==> src/rtl/mw_pkg.sv <==
package mw_pkg;
  typedef enum logic [1:0] {
    ST_IDLE = 2'd0,
    ST_CMD  = 2'd1,
    ST_GAP  = 2'd2,
    ST_RESP = 2'd3
  } mw_state_e;

  localparam int unsigned CMD_BITS = 8;
  localparam int unsigned IO_SCLK  = 0;
  localparam int unsigned IO_CSN   = 1;
  localparam int unsigned IO_SDI   = 2;
  localparam int unsigned IO_W     = 3;
endpackage

==> src/rtl/mw_sync.sv <==
module mw_sync #(
  parameter int unsigned W      = 3,
  parameter int unsigned STAGES = 2,
  parameter logic [W-1:0] RST_VAL = '0
) (
  input  logic         clk,
  input  logic         rst_n,
  input  logic [W-1:0] d,
  output logic [W-1:0] q,
  output logic [W-1:0] rise,
  output logic [W-1:0] fall
);
  logic [STAGES-1:0][W-1:0] pipe;
  logic [W-1:0] q_d;

  always_ff @(posedge clk or negedge rst_n) begin
    if (!rst_n) begin
      for (int i = 0; i < int'(STAGES); i++) pipe[i] <= RST_VAL;
      q_d <= RST_VAL;
    end else begin
      pipe[0] <= d;
      for (int i = 1; i < int'(STAGES); i++) pipe[i] <= pipe[i-1];
      q_d <= pipe[STAGES-1];
    end
  end

  assign q    = pipe[STAGES-1];
  assign rise = q & ~q_d;
  assign fall = ~q & q_d;
endmodule

==> src/rtl/mw_cmd_rx.sv <==
module mw_cmd_rx #(
  parameter int unsigned CMD_BITS = 8
) (
  input  logic                clk,
  input  logic                rst_n,
  input  logic                clr,
  input  logic                shift,
  input  logic                bit_in,
  output logic [CMD_BITS-1:0] word_next,
  output logic                last
);
  localparam int unsigned CW = $clog2(CMD_BITS + 1);

  logic [CW-1:0]       cnt;
  logic [CMD_BITS-1:0] word;

  assign word_next = {word[CMD_BITS-2:0], bit_in};
  assign last      = shift && (cnt == CW'(CMD_BITS - 1));

  always_ff @(posedge clk or negedge rst_n) begin
    if (!rst_n) begin
      cnt  <= '0;
      word <= '0;
    end else if (clr) begin
      cnt  <= '0;
      word <= '0;
    end else if (shift) begin
      cnt  <= cnt + CW'(1);
      word <= word_next;
    end
  end
endmodule

==> src/rtl/mw_resp_tx.sv <==
module mw_resp_tx #(
  parameter int unsigned RESP_BITS = 16,
  localparam int unsigned CW = $clog2(RESP_BITS + 1)
) (
  input  logic                 clk,
  input  logic                 rst_n,
  input  logic                 clr,
  input  logic                 load,
  input  logic [RESP_BITS-1:0] load_data,
  input  logic                 shift,
  output logic                 bit_out,
  output logic                 started,
  output logic                 done,
  output logic [CW-1:0]        count
);
  logic [RESP_BITS-1:0] sreg;

  always_ff @(posedge clk or negedge rst_n) begin
    if (!rst_n) begin
      sreg  <= '0;
      count <= '0;
    end else if (clr) begin
      sreg  <= '0;
      count <= '0;
    end else if (load) begin
      sreg  <= load_data;
      count <= CW'(1);
    end else if (shift) begin
      sreg  <= {sreg[RESP_BITS-2:0], 1'b0};
      count <= count + CW'(1);
    end
  end

  assign bit_out = sreg[RESP_BITS-1];
  assign started = (count != '0);
  assign done    = (count == CW'(RESP_BITS));
endmodule

==> src/rtl/mw_lookup_port.sv <==
module mw_lookup_port #(
  parameter int unsigned CMD_BITS  = 8,
  parameter int unsigned RESP_BITS = 16
) (
  input  logic                 clk,
  input  logic                 rst_n,
  input  logic                 abort,
  input  logic                 issue,
  input  logic [CMD_BITS-1:0]  issue_cmd,
  input  logic                 consume,
  input  logic                 req_ready_i,
  input  logic                 rsp_valid_i,
  input  logic [RESP_BITS-1:0] rsp_data_i,
  output logic                 req_valid_o,
  output logic [CMD_BITS-1:0]  req_cmd_o,
  output logic [RESP_BITS-1:0] reply
);
  logic                 pending;
  logic                 have;
  logic [RESP_BITS-1:0] word;

  always_ff @(posedge clk or negedge rst_n) begin
    if (!rst_n) begin
      req_valid_o <= 1'b0;
      req_cmd_o   <= '0;
      pending     <= 1'b0;
      have        <= 1'b0;
      word        <= '0;
    end else if (abort || consume) begin
      req_valid_o <= 1'b0;
      pending     <= 1'b0;
      have        <= 1'b0;
      word        <= '0;
    end else if (issue) begin
      req_valid_o <= 1'b1;
      req_cmd_o   <= issue_cmd;
      pending     <= 1'b1;
      have        <= 1'b0;
      word        <= '0;
    end else begin
      if (req_valid_o && req_ready_i) req_valid_o <= 1'b0;
      if (pending && rsp_valid_i) begin
        word    <= rsp_data_i;
        have    <= 1'b1;
        pending <= 1'b0;
      end
    end
  end

  assign reply = have ? word : '0;
endmodule

==> src/rtl/mw_cmd_slave.sv <==
module mw_cmd_slave
  import mw_pkg::*;
#(
  parameter int unsigned RESP_BITS   = 16,
  parameter int unsigned SYNC_STAGES = 2
) (
  input  logic                 clk,
  input  logic                 rst_n,
  input  logic                 sclk_i,
  input  logic                 cs_n_i,
  input  logic                 sdi_i,
  output logic                 sdo_o,
  output logic                 sdo_oe_o,
  output logic                 req_valid_o,
  input  logic                 req_ready_i,
  output logic [CMD_BITS-1:0]  req_cmd_o,
  input  logic                 rsp_valid_i,
  input  logic [RESP_BITS-1:0] rsp_data_i
);
  localparam int unsigned TXW = $clog2(RESP_BITS + 1);
  localparam logic [IO_W-1:0] IO_RST = IO_W'(1) << IO_CSN;

  mw_state_e state;
  logic      oe_q;

  logic [IO_W-1:0] io_q, io_rise, io_fall;
  logic sclk_rise, sclk_fall, cs_hi, sdi_s;

  mw_sync #(.W(IO_W), .STAGES(SYNC_STAGES), .RST_VAL(IO_RST)) u_sync (
    .clk  (clk),
    .rst_n(rst_n),
    .d    ({sdi_i, cs_n_i, sclk_i}),
    .q    (io_q),
    .rise (io_rise),
    .fall (io_fall)
  );

  assign sclk_rise = io_rise[IO_SCLK];
  assign sclk_fall = io_fall[IO_SCLK];
  assign cs_hi     = io_q[IO_CSN];
  assign sdi_s     = io_q[IO_SDI];

  logic                cmd_shift, cmd_clr, cmd_last;
  logic [CMD_BITS-1:0] cmd_next;

  assign cmd_shift = (state == ST_CMD) && !cs_hi && sclk_rise;
  assign cmd_clr   = (state != ST_CMD) || cs_hi;

  mw_cmd_rx #(.CMD_BITS(CMD_BITS)) u_cmd (
    .clk      (clk),
    .rst_n    (rst_n),
    .clr      (cmd_clr),
    .shift    (cmd_shift),
    .bit_in   (sdi_s),
    .word_next(cmd_next),
    .last     (cmd_last)
  );

  logic           tx_clr, tx_load, tx_shift, tx_bit, tx_started, tx_done;
  logic [TXW-1:0] tx_cnt;
  logic [RESP_BITS-1:0] reply;

  assign tx_clr   = (state != ST_RESP) || cs_hi;
  assign tx_load  = (state == ST_RESP) && !cs_hi && sclk_fall && !tx_started;
  assign tx_shift = (state == ST_RESP) && !cs_hi && sclk_fall && tx_started && !tx_done;

  mw_resp_tx #(.RESP_BITS(RESP_BITS)) u_tx (
    .clk      (clk),
    .rst_n    (rst_n),
    .clr      (tx_clr),
    .load     (tx_load),
    .load_data(reply),
    .shift    (tx_shift),
    .bit_out  (tx_bit),
    .started  (tx_started),
    .done     (tx_done),
    .count    (tx_cnt)
  );

  mw_lookup_port #(.CMD_BITS(CMD_BITS), .RESP_BITS(RESP_BITS)) u_lookup (
    .clk        (clk),
    .rst_n      (rst_n),
    .abort      (cs_hi),
    .issue      (cmd_last),
    .issue_cmd  (cmd_next),
    .consume    (tx_load),
    .req_ready_i(req_ready_i),
    .rsp_valid_i(rsp_valid_i),
    .rsp_data_i (rsp_data_i),
    .req_valid_o(req_valid_o),
    .req_cmd_o  (req_cmd_o),
    .reply      (reply)
  );

  always_ff @(posedge clk or negedge rst_n) begin
    if (!rst_n) begin
      state <= ST_IDLE;
      oe_q  <= 1'b0;
    end else if (cs_hi) begin
      state <= ST_IDLE;
      oe_q  <= 1'b0;
    end else begin
      unique case (state)
        ST_IDLE: state <= ST_CMD;
        ST_CMD: begin
          if (sclk_fall) oe_q <= 1'b0;
          if (cmd_last) state <= ST_GAP;
        end
        ST_GAP: begin
          if (sclk_rise) state <= ST_RESP;
        end
        ST_RESP: begin
          if (tx_load) oe_q <= 1'b1;
          if (sclk_rise && tx_done) state <= ST_CMD;
        end
        default: state <= ST_IDLE;
      endcase
    end
  end

  assign sdo_oe_o = oe_q;
  assign sdo_o    = oe_q & tx_bit;
endmodule

==> config.mk <==
export PLATFORM = sky130hd
export DESIGN_NAME = mw_cmd_slave
export DESIGN_NICKNAME = d
export VERILOG_FILES = /design/src/rtl/mw_pkg.sv /design/src/rtl/mw_sync.sv /design/src/rtl/mw_cmd_rx.sv /design/src/rtl/mw_resp_tx.sv /design/src/rtl/mw_lookup_port.sv /design/src/rtl/mw_cmd_slave.sv
export SDC_FILE = /design/constraint.sdc
export NUM_CORES = 1
export LEC_CHECK = 0
export ABC_AREA = 1
export BUFFER_PORTS_ARGS = -buffer_cell sky130_fd_sc_hd__buf_2
export CAP_MARGIN = 25
export CORE_MARGIN = 2
export CORE_UTILIZATION = 25
export CTS_BUF_LIST = sky130_fd_sc_hd__clkbuf_8
export DETAILED_ROUTE_END_ITERATION = 8
export SYNTH_ARGS = -nofsm -noshare
export SYNTH_HDL_FRONTEND = slang
export SYNTH_SLANG_ARGS = --single-unit
==> constraint.sdc <==
create_clock -name clk -period 1.4 [get_ports clk]
set_input_delay 0 -clock clk [delete_from_list [all_inputs] [get_ports clk]]
set_output_delay 0 -clock clk [all_outputs]
set_load 0.1 [all_outputs]
==> impl_results.md, run 1 <==
* Fmax at 0.655 GHz
* Failing checks: negative setup slack
* Post-synth top area share at 48.0%
* Iter 0 DRT Violations at 139
* Total congestion overflow at 0
* Setup ws final at -0.128 ns
* Sequential-to-total area share from yosys stat at 49.6%
* Post-synth top area cell: dfrtp_1
* Synthesis-to-finish area growth at 44.2%
* Multiplexer share of the synthesized area at 0%
* Placed cell count at 650
* Distinct cells, synth at 31
* Via count of the first global-routing pass at 3,118
* Placer Congestion at 0.782
* Slew headroom at 64.4%
* Crit path required time at 1.65 ns
* Final Skew at 0.0134 ns
* Critical path's largest stage delay at 0.40 ns
* Worst Hold Class: primary input to register
* Status: complete, but fails checks
* Slew @ Worst Pin at 0.533 ns
* FP Rows at 43
* Largest family of logic cells by synthesized area: simple AND/OR/NAND/NOR gates
* Max VDD drop at 554 uV
* Critical path fanouts, max at 4
* CP delay by family, top: simple AND/OR/NAND/NOR gates
* Worst path arrival time at 1.77 ns
* Power Density at 967 mW/mm^2
* Mapped Cells at 421
* DR vias at 3,106
* Io pins at 34
* Post-layout nets at 551
* Crit start category: register
* Final period util at 109%
* Fin. max-slew vios at 0
* First-pass GRT wire length at 14.2 mm
* Post-synthesis adder-cell area fraction at 2.51%
* Syn avg cell area at 8.29 um^2
* Worst-case clock buffer depth at 2
* Yosys warns at 0
* Crit end category: register
* Critical path class: register to register
* Max-cap violations at 0
* Final Util at 36.5%
* Xor/xnor share of the synthesized area at 0.251%
* Share of cells above drive strength 1 at 33.7%
* Vias per cell at 4.40
* Leakage at 2.64 nW
* Die area at 0.0149 mm^2
* Final Hold Fails at 0
* DRT Wirelength at 8.60 mm
* CTS Root Cell: clkbuf_8
* CTS H-tree lvls at 3
* Post-synthesis simple-gate area fraction at 34.5%
* Num Clock Sinks at 69
* Core area at 0.0138 mm^2
* Final HPWL DP at 5.23 mm
* Hold Worst Slack at 0.00661 ns
* Antenna cells at 0
* CTS Buf Count at 9
* Clock-pin slew on the worst setup and hold paths at 0.08 ns
* Most used cell, CP: nand2_1
* Leading post-synthesis cells by cell area: dfrtp_1, nand2_1, inv_1
* Drt first pass iters at 4
* Chip width at 122 um
* Syn_nets at 451
* Reg2reg setup slack at -0.13 ns
* Place WS at -0.135 ns
* GRT Overall Usage at 11.9%
* Tmin final at 1.53 ns
* Bufs and invs on worst path at 2
* Initial Util at 25.3%
* Antenna-violating nets left at 0
* Port bufs at 33
* CTS tree: done
* Post-route DRC at 0
* Cells along the critical path: inv_2 > ha_4 > nand2_4 > nor2_4 > nand3_4 > clkbuf_16 > nand2_2 > nand2_1 > nand2_1 > nand2_1
* RSZ-0062 raised after global routing: true
* Synth Cell Area at 0.00349 mm^2
* Largest net degree at the start of global routing at 70
* Non-filler instance count after layout at 706
* Worst path slowest cell: dfrtp_1
* Die Y-Extent at 122 um
* WL per Instance at 12.2 um
* Synth Area in Compound Gates at 4.27%
* Clk Latency, worst-skew pair at 0.36 ns
* Filler cells at 1,442
* Endpoints failing setup at 55
* Initial antenna violation count at 0
* Synth Register Bits at 69
layout by cell type (no fill, tap or decap), drive strengths merged:
cell | synthesis | routed
o211ai | 1 | 1
o22ai | 8 | 8
clkinvlp | 0 | 1
nand3b | 17 | 17
nand3 | 26 | 26
inv | 45 | 46
nand4 | 20 | 20
bufinv | 0 | 3
dfrtp | 67 | 67
buf | 17 | 85
a31oi | 1 | 1
nor3 | 2 | 2
dfstp | 2 | 2
dlygate4sd3 | 0 | 21
a21oi | 1 | 1
nand2 | 167 | 167
clkbuf | 2 | 12
clkinv | 0 | 1
nor2 | 22 | 22
o21ai | 15 | 15
xnor2 | 1 | 1
ha | 7 | 7
report_power, final:
part	internal (mW)	leakage (nW)	switching [mW]
logic	0.421	1.57	0.406
registers	2.03	0.942	0.0272
clock network	1.22	0.129	0.759
total	3.67	2.64	1.19
area by class of cell:
cell class | count | area [um^2] | share of cell area (%)
timing repair buffer | 108 | 938 | 18.7
tap | 180 | 225 | 4.48
sequential | 69 | 1730 | 34.4
inverter | 45 | 185 | 3.68
multi-input combinational | 288 | 1710 | 34.0
clock buffer | 10 | 138 | 2.74
clock inverter | 6 | 103 | 2.04
cells by family after synthesis:
logic type / after synthesis
flops: 69
compound gates: 26
simple gates: 254
xor+xnor: 1
fa+ha+maj: 7
buf+inv: 64
cells in the mapped netlist, drive strengths merged:
library cell and number:
nor3 2, nand3b 17, nand3 26, nand2 167, nor2 22, ha 7
dfrtp 67, clkbuf 2, a21oi 1, o22ai 8, o21ai 15, a31oi 1
buf 17, inv 45, nand4 20, o211ai 1, dfstp 2, xnor2 1
worst paths after layout:
kind / from / endpoint / cells after the start
setup / recovery: u_tx.count[0]$_DFFE_PN0P_ / u_tx.sreg[9]$_DFFE_PN0P_ / 10
hold / removal: rsp_data_i[8] / u_lookup.word[8]$_DFFE_PN0P_ / 4
setup reg to reg: u_tx.count[0]$_DFFE_PN0P_ / u_tx.sreg[9]$_DFFE_PN0P_ / 10
hold reg to reg: u_sync.pipe[0]$_DFF_PN0_ / u_sync.q[0]$_DFF_PN0_ / 0
max in group asynchronous: rst_n / u_sync.q[1]$_DFF_PN1_ / 3
min in group asynchronous: rst_n / u_cmd.word[2]$_DFFE_PN0P_ / 3
what timing repair did:
| action | CTS | global route |
|---|---|---|
| hold endpoints to repair | 89 | 0 |
| setup endpoints to repair | 50 | 59 |
| gates cloned | 3 | 3 |
| setup buffers | 12 | 2 |
| hold buffers | 21 | 0 |
| pin swaps | 17 | 18 |
| resized for setup | 50 | 41 |
state kept, by name (all words and copies together) (netlist names), 3 cells and up:
signal,cells
u_cmd.word,7
u_lookup.req_cmd_o,8
u_sync.pipe,3
u_cmd.cnt,4
u_tx.count,5
u_tx.sreg,16
u_lookup.word,16
u_sync.q,3
per-stage QoR:
step,TNS [ns],instance area [um^2],power (mW)
3_5_place_dp,-3.97,4080,2.62
6_report,-4.05,5030,4.86
3_3_place_gp,-2.09,4080,2.61
2_1_floorplan,-0.486,3520,2.37
5_1_grt,-8.50,5030,5.06
4_1_cts,-3.93,4830,4.84
metal layers:
| metal | GRT usage [%] | up-vias | share of wire [%] |
|---|---|---|---|
| met5 | 0 | - | 0 |
| met4 | 6.90 | 0 | 2.9 |
| met3 | 1.73 | 20 | 2.3 |
| met2 | 20.1 | 48 | 49 |
| met1 | 14.5 | 1496 | 46 |
| li1 | - | 1542 | - |
worst register-to-register path, delay by kind of cell (launching register included):
family / cells / cell delay, ns
simple gates: 7 / 0.56
flops: 1 / 0.40
buf+inv: 2 / 0.29
fa+ha+maj: 1 / 0.17
No activity file was read; power rests on OpenSTA's default activity.
==> run 2, diff against run 1 <==
Settings changed: SKIP_LAST_GASP from default to 1.
==> run 2 against run 1 <==
The flow still finishes with violations (negative setup slack). Sequential power is essentially flat. Combinational power fell by 1%. First-iteration DRC count rose by 12%. Clock power about the same. Wire length decreased by 0.59%. Global-route usage about the same. Total power fell by 0.33%. Die area did not move. Critical endpoint unchanged.
==> impl_results.md, run 2 (synthesis results as in run 1) <==
* Status: complete, but fails checks
* Failing checks: negative setup slack
* Initial antenna violation count at 0
* Critical path fanouts, max at 4
* Slew headroom at 64.6%
* Core area at 0.0138 mm^2
* Die Y-Extent at 122 um
* Filler cells at 1,437
* Largest net degree at the start of global routing at 70
* Worst Hold Class: primary input to register
* Antenna cells at 0
* Port bufs at 33
* Max VDD drop at 557 uV
* Worst path arrival time at 1.77 ns
* RSZ-0062 raised after global routing: true
* CTS Buf Count at 9
* Setup_tns at -3.94 ns
* First-pass GRT wire length at 14.1 mm
* CTS H-tree lvls at 3
* Post-route DRC at 0
* Power Density at 960 mW/mm^2
* Via count of the first global-routing pass at 3,104
* WL per Instance at 12.1 um
* Reg2reg setup slack at -0.12 ns
* Setup ws final at -0.122 ns
* Fin. max-slew vios at 0
* CTS Root Cell: clkbuf_8
* Leakage at 2.63 nW
* Post-layout nets at 550
* Final Hold Fails at 0
* Endpoints failing setup at 57
* FP Rows at 43
* FF/Latch Area at 0.00173 mm^2
* Pint at 3.66 mW
* Worst-case clock buffer depth at 2
* Clk pwr share at 40.7%
* Crit start category: register
* Area of the multi-input gates at 0.00174 mm^2
* DRT Wirelength at 8.55 mm
* CTS tree: done
* Crit end category: register
* Initial Util at 25.3%
* Most frequent cells in the layout: nand2_1, dfrtp_1, inv_1
* Share of cells above drive strength 1 at 33.1%
* Largest regs: u_lookup.word x16, u_tx.sreg x16, u_lookup.req_cmd_o x8
* Slew @ Worst Pin at 0.531 ns
* Critical path class: register to register
* Crit path required time at 1.64 ns
* DR vias at 3,073
* Num Clock Sinks at 69
* Antenna-violating nets left at 0
* Fmax at 0.657 GHz
* Sequential Power Share at 42.5%
* Chip width at 122 um
* Synthesis-to-finish area growth at 44.7%
* Most common cell after layout, fill and taps aside: nand2_1
* GRT Overall Usage at 11.9%
* Die area at 0.0149 mm^2
* Placed inst area at 0.00408 mm^2
* Sw Ratio at 24.4%
* Tmin final at 1.52 ns
* Placer Congestion at 0.782
* Comb power frac at 16.8%
* Final HPWL DP at 5.23 mm
* Iter 0 DRT Violations at 156
* Total congestion overflow at 0
* Vias per cell at 4.36
* Clk Latency, worst-skew pair at 0.36 ns
* Net Sw Power at 1.18 mW
* Io pins at 34
* Max-cap violations at 0
* Final Skew at 0.0132 ns
* Final period util at 109%
* Post-route design area at 0.00505 mm^2
* Clock-pin slew on the worst setup and hold paths at 0.08 ns
* Drt first pass iters at 4
-- run 2: cell types whose count changed in the layout (fill, tap and decap cells not counted), moves of 2 or more --
cell     delta
nand2_4     +5
nand3_1     +3
nand2_2     -6
inv_2       +2
nand3_2     -3
-- run 2: repair_timing --
| action | CTS | global route |
|---|---|---|
| hold buffers | 21 | 0 |
| pin swaps | 11 | 20 |
| endpoints found under the setup margin | 50 | 59 |
| endpoints found under the hold margin | 89 | 0 |
| setup buffers | 12 | 2 |
| gates cloned | 3 | 2 |
| gates resized for setup | 42 | 55 |
-- run 2: path summary, 6_finish.rpt --
kind | cells past startpoint | end | from
max in group asynchronous | 3 | u_sync.q[1]$_DFF_PN1_ | rst_n
worst max register to register | 10 | u_tx.sreg[9]$_DFFE_PN0P_ | u_tx.count[0]$_DFFE_PN0P_
worst min register to register | 0 | u_sync.q[1]$_DFF_PN1_ | u_sync.pipe[1]$_DFF_PN1_
worst max-delay path | 10 | u_tx.sreg[9]$_DFFE_PN0P_ | u_tx.count[0]$_DFFE_PN0P_
worst min-delay path | 4 | u_lookup.word[8]$_DFFE_PN0P_ | rsp_data_i[8]
min in group asynchronous | 3 | u_cmd.word[2]$_DFFE_PN0P_ | rst_n
-- run 2: power groups by stage --
stage	Clock [mW]	Combinational (mW)	Sequential (mW)
2_1_floorplan	0	0.263	2.11
3_5_place_dp	0	0.516	2.10
6_report	1.97	0.816	2.06
5_1_grt	2.09	0.891	2.06
3_3_place_gp	0	0.504	2.10
4_1_cts	2.01	0.772	2.06
-- run 2: layer usage --
metal / track usage, % / up-vias / share of wire (%)
met5: 0 / - / 0
li1: - / 1540 / -
met2: 20.0 / 56 / 48
met4: 6.90 / 0 / 2.7
met1: 14.5 / 1460 / 46
met3: 1.73 / 17 / 2.8
-- run 2: metrics by stage --
step / hold WS [ns] / total power [mW] / cells / setup slack, ns / util, %
3_3_place_gp: 0.0499 / 2.61 / 650 / -0.0733 / 29.6
6_report: 0.00704 / 4.85 / 705 / -0.122 / 36.7
2_1_floorplan: -0.296 / 2.37 / 421 / -0.0393 / -
5_1_grt: 0.0434 / 5.05 / 705 / -0.186 / 36.7
3_5_place_dp: 0.0565 / 2.62 / 650 / -0.135 / 29.6
4_1_cts: 0.000983 / 4.84 / 702 / -0.111 / 34.9
-- run 2: area by class of cell --
cell class | count | share of cell area, %
clock buffer | 10 | 2.73
clock inverter | 6 | 2.03
inverter | 45 | 3.62
multi-input combinational | 288 | 34.4
sequential | 69 | 34.3
tap | 180 | 4.46
timing repair buffer | 107 | 18.4
-- run 2: worst max-delay path, stage by stage, from the launching register on --
cell and delay, ns:
dfrtp_1 0.39, inv_2 0.09, ha_4 0.16, nand2_4 0.05, nor2_4 0.15, nand3_4 0.15
clkbuf_16 0.20, nand2_1 0.06, nand2_1 0.05, nand2_1 0.05, nand2_1 0.05
